File: src/rtl/pil_arbiter.sv
module pil_arbiter #(
  parameter int              LEVELS      = 16,
  parameter int              IDX_W       = 9,
  parameter int              TIMER_BIT   = 0,
  parameter int              TIMER_LEVEL = 14,
  parameter logic [IDX_W-1:0] EXT_BASE   = 9'h040
) (
  input  logic              clk,
  input  logic              rst,
  input  logic [LEVELS-1:1] ext_irq,
  input  logic [LEVELS-1:0] soft_int,
  input  logic [IDX_W-1:0]  cur_idx,
  output logic [IDX_W-1:0]  int_idx,
  output logic              hard_req,
  output logic              wake
);
  localparam int LVL_W = $clog2(LEVELS);
  localparam logic [IDX_W-1:0] TYPE_MASK = ~IDX_W'(LEVELS - 1);

  logic [LEVELS-1:1] pend_q;
  logic [LEVELS-1:0] soft_vec, timer_vec, eff;
  logic [LVL_W-1:0]  win;
  logic [IDX_W-1:0]  cand;
  logic              any_hit, is_ext, may_set;

  always_comb begin
    timer_vec = '0;
    timer_vec[TIMER_LEVEL] = soft_int[TIMER_BIT];
    soft_vec = soft_int;
    soft_vec[TIMER_BIT] = 1'b0;
  end

  assign eff = {pend_q, 1'b0} | soft_vec | timer_vec;

  always_comb begin
    win = '0;
    for (int i = 1; i < LEVELS; i++)
      if (eff[i]) win = LVL_W'(i);
  end

  assign any_hit = |eff[LEVELS-1:1];
  assign cand    = EXT_BASE | IDX_W'(win);
  assign is_ext  = (cur_idx & TYPE_MASK) == EXT_BASE;
  assign may_set = (cur_idx == '0) || is_ext;

  always_ff @(posedge clk) begin
    if (rst) begin
      pend_q   <= '0;
      wake     <= 1'b0;
      int_idx  <= '0;
      hard_req <= 1'b0;
    end else begin
      pend_q <= ext_irq;
      wake   <= |(ext_irq & ~pend_q);
      if (any_hit && may_set) begin
        int_idx <= cand;
        if (cand != cur_idx) hard_req <= 1'b1;
      end else if (!(|eff) && is_ext) begin
        int_idx  <= '0;
        hard_req <= 1'b0;
      end else begin
        int_idx <= cur_idx;
      end
    end
  end

  AST_WAKE_ON_NEW_LINE: assert property (@(posedge clk) disable iff (rst)
    (|(ext_irq & ~pend_q)) |=> wake);
  AST_BLOCKED_PASS: assert property (@(posedge clk) disable iff (rst)
    (cur_idx != '0 && !is_ext) |=> (int_idx == $past(cur_idx) && $stable(hard_req)));
  AST_EXT_FORM: assert property (@(posedge clk) disable iff (rst)
    (any_hit && may_set) |=> ((int_idx & TYPE_MASK) == EXT_BASE && int_idx[LVL_W-1:0] != '0));
  AST_CLEAR_ON_EMPTY: assert property (@(posedge clk) disable iff (rst)
    (eff == '0 && is_ext) |=> (int_idx == '0 && !hard_req));
  AST_REQ_ONLY_ON_CHANGE: assert property (@(posedge clk) disable iff (rst)
    $rose(hard_req) |-> (int_idx != $past(cur_idx)));
endmodule

File: config.mk
export PLATFORM = sky130hd
export DESIGN_NAME = pil_arbiter
export DESIGN_NICKNAME = d
export VERILOG_FILES = /design/src/rtl/pil_arbiter.sv
export SDC_FILE = /design/constraint.sdc
export NUM_CORES = 1
export LEC_CHECK = 0
export BUFFER_PORTS_ARGS = -buffer_cell sky130_fd_sc_hd__buf_2
export CAP_MARGIN = 0
export CORE_ASPECT_RATIO = 0.5
export CORE_UTILIZATION = 25
export CTS_CLUSTER_DIAMETER = 120
export DETAILED_ROUTE_END_ITERATION = 8
export GPL_TIMING_DRIVEN = 0
export SLEW_MARGIN = 20
export SYNTH_ARGS = -nofsm -noshare
export SYNTH_HDL_FRONTEND = slang
export SYNTH_SLANG_ARGS = --single-unit
File: constraint.sdc
create_clock -name clk -period 3.9 [get_ports clk]
set_clock_uncertainty 0.05 [all_clocks]
set_input_delay 0.195 -clock clk [delete_from_list [all_inputs] [get_ports clk]]
set_output_delay 0.195 -clock clk [all_outputs]
set_load 0.05 [all_outputs]
==> run metrics <==
status completed; gr usage total roughly an eighth; hold path depth 2; CTS tree yes; htree depth 1; clk_lat worst skew between 0.2 and 0.3 ns; Detailed Place HPWL ~2600 um; crit share post-route slightly below 50%; r2r startpoint pend_q[14]; Worst Setup Start Kind flip-flop; Syn Nets approximately 180; CTS root buffer clkbuf_8; die span in x between 100 and 150 um; cell breakdown of the critical path nor3_2 > nand3_2 > a31o_1 > xor2_1 > o41ai_1 > nand2_1; Residual DRC 0; vias in the first global route approximately 1100; Die ar. between 5000 and 6000 um^2; Synth area leader dfxtp_1; CP startpoint pend_q[14]; Worst path top cell family by delay simple AND/OR/NAND/NOR gates; Yosys warnings 0; number of diodes 0; share of the synthesized area in the top cell type 40.8%; sequential-to-total area share from yosys stat between 40% and 50%; post-route ant nets 0; antenna violations before repair 0; Buf/Inv on CP 0; average routed wire per standard cell about 12 um; Fin. Hold Viols 0; Hold Startpoint cur_idx[8]; share of cells above drive strength 1 36.5%; R2R depth 6; worst slew pin tran about 0.56 ns; leakage power approximately 0.7 nW; kind of end point of the critical path flip-flop; hold crit path type in -> reg; cell area after synthesis 1280 um^2; total power between 0.6 and 0.7 mW; Core ar. ~4600 um^2; Synth cell types 42; Worst path slowest cell nor3_2; slowest stage delay, CP 0.39 ns; via count 1204; first-pass GRT wire length approximately 4800 um; most frequent cells in the layout buf_2, dfxtp_1, nor2_1, inv_1; Max Slew Vio Count 0; Syn-to-layout area delta 32.5%; Synth Instances 141; number of cells on the critical path 6; crit path DAT between 2 and 2.5 ns; # rows 17; CTS buffer count 3; nets 240; Highest Clock Rate 0.523 GHz; unrepaired setup endpoints after global routing no; final global-route overflow total 0; kind of critical path reg -> reg; IO Pins 53; final setup violation count 0; starting density of the core around 28%; asr flop ratio synth 0%; Synth area leaders dfxtp_1, nor2_1, nor4_4, inv_1, nor2b_1; routed vias/inst between 4 and 5; I/O Buffers 52; most common cell after layout, fill and taps aside buf_2; CTS max path bufs 2; Req. time, crit path roughly 4.0 ns; max_cap viols 0; # clock sinks 26; syn avg cell area about 9.1 um^2; GPL Wtd Cong roughly 0.74; #FFs+latches synth 26; critical path fanouts, max 6; Post-Route WL 3070 um; Detailed Routing Iterations Pass 1 4; Fin Setup TNS 0 ns; Max VDD drop approximately 0.13 mV; Cell Pwr Density between 300 and 400 nW/um^2; Die H 52.5 um; 1st-iter DRT viols 21; hold_buf cts 0; Resize count post-CTS 0; Post-synth EDFFs 0; Most used DFF post-synth dfxtp_1; final worst path period need roughly 1.9 ns; largest net degree at the start of global routing 16; slew margin rel. between 60% and 70%; Clk pin slew, worst setup/hold paths 0.09 ns; Post-CTS Repair Setup Buffers 0
report_power, final:
| part | internal, mW | total [mW] | switching (mW) |
|---|---|---|---|
| sequential | 0.280 | 0.291 | 0.0110 |
| combinational | 0.0426 | 0.109 | 0.0662 |
| clock | 0.137 | 0.221 | 0.0836 |
layer usage:
metal	global-route usage, %	vias to the layer above	part of all wire, %
li1	-	619	-
met1	13.8	554	46
met2	21.7	29	48
met3	3.33	2	5.4
met4	3.29	0	0.72
met5	0	-	0
flip-flops by register name, summed over array words and instances (netlist names):
register  count
pend_q       15
wake          1
hard_req      1
int_idx       9
through the flow:
stage | area, um^2 | worst slack, ns | util (%) | hold WS, ns | cells
6_report | 1690 | 1.99 | 36.5 | 0.0937 | 263
5_1_grt | 1690 | 1.82 | 36.5 | 0.0927 | 263
4_1_cts | 1690 | 1.99 | 36.5 | 0.0895 | 263
3_5_place_dp | 1620 | 1.99 | 34.9 | 0.374 | 259
3_3_place_gp | 1620 | 2.00 | 34.9 | 0.368 | 259
2_1_floorplan | 1280 | 2.18 | - | 0.267 | 141
cell usage after synthesis, types with 2 or more instances:
cell type / number
or2_2: 2
a221oi_1: 2
and2_1: 4
o31ai_1: 2
a21oi_1: 5
nor4_4: 3
nor4_2: 3
nor4_1: 5
mux2i_1: 2
nor2b_1: 6
a31oi_1: 2
clkbuf_1: 2
inv_1: 16
o22ai_1: 5
nand2_1: 6
dfxtp_1: 26
nor2_1: 23
nor3_2: 2
o211ai_1: 2
worst register-to-register path, stage by stage (launching register included):
cell and delay (ns):
dfxtp_1 0.33, nor3_2 0.39, nand3_2 0.19, a31o_1 0.26, xor2_1 0.15, o41ai_1 0.33
nand2_1 0.08
cell families after synthesis:
family                 count (synthesis)  synth area share [%]
multiplexers                           2                  1.57
buffers and inverters                 18                  5.29
XOR/XNOR                               2                  1.37
AND/OR/NAND/NOR                       62                  31.7
flip-flops                            26                  40.8
AO/OA/AOI/OAI                         31                  19.3
layout make-up:
cell class | count | area, um^2
Clock buffer | 3 | 41.3
Multi-Input combinational cell | 97 | 688
Sequential cell | 26 | 520
Timing Repair Buffer | 52 | 260
Tap cell | 66 | 82.6
Buffer | 2 | 7.51
Inverter | 16 | 60.1
Fill cell | 504 | 2950
Clock inverter | 1 | 30.0
path summary, 6_finish.rpt:
check	endpoint	slack [ns]
setup / recovery	hard_req	1.99
hold / removal	int_idx[8]	0.09
setup reg to reg	hard_req	1.99
hold reg to reg	hard_req	0.43
No activity file was read; power rests on OpenSTA's default activity.
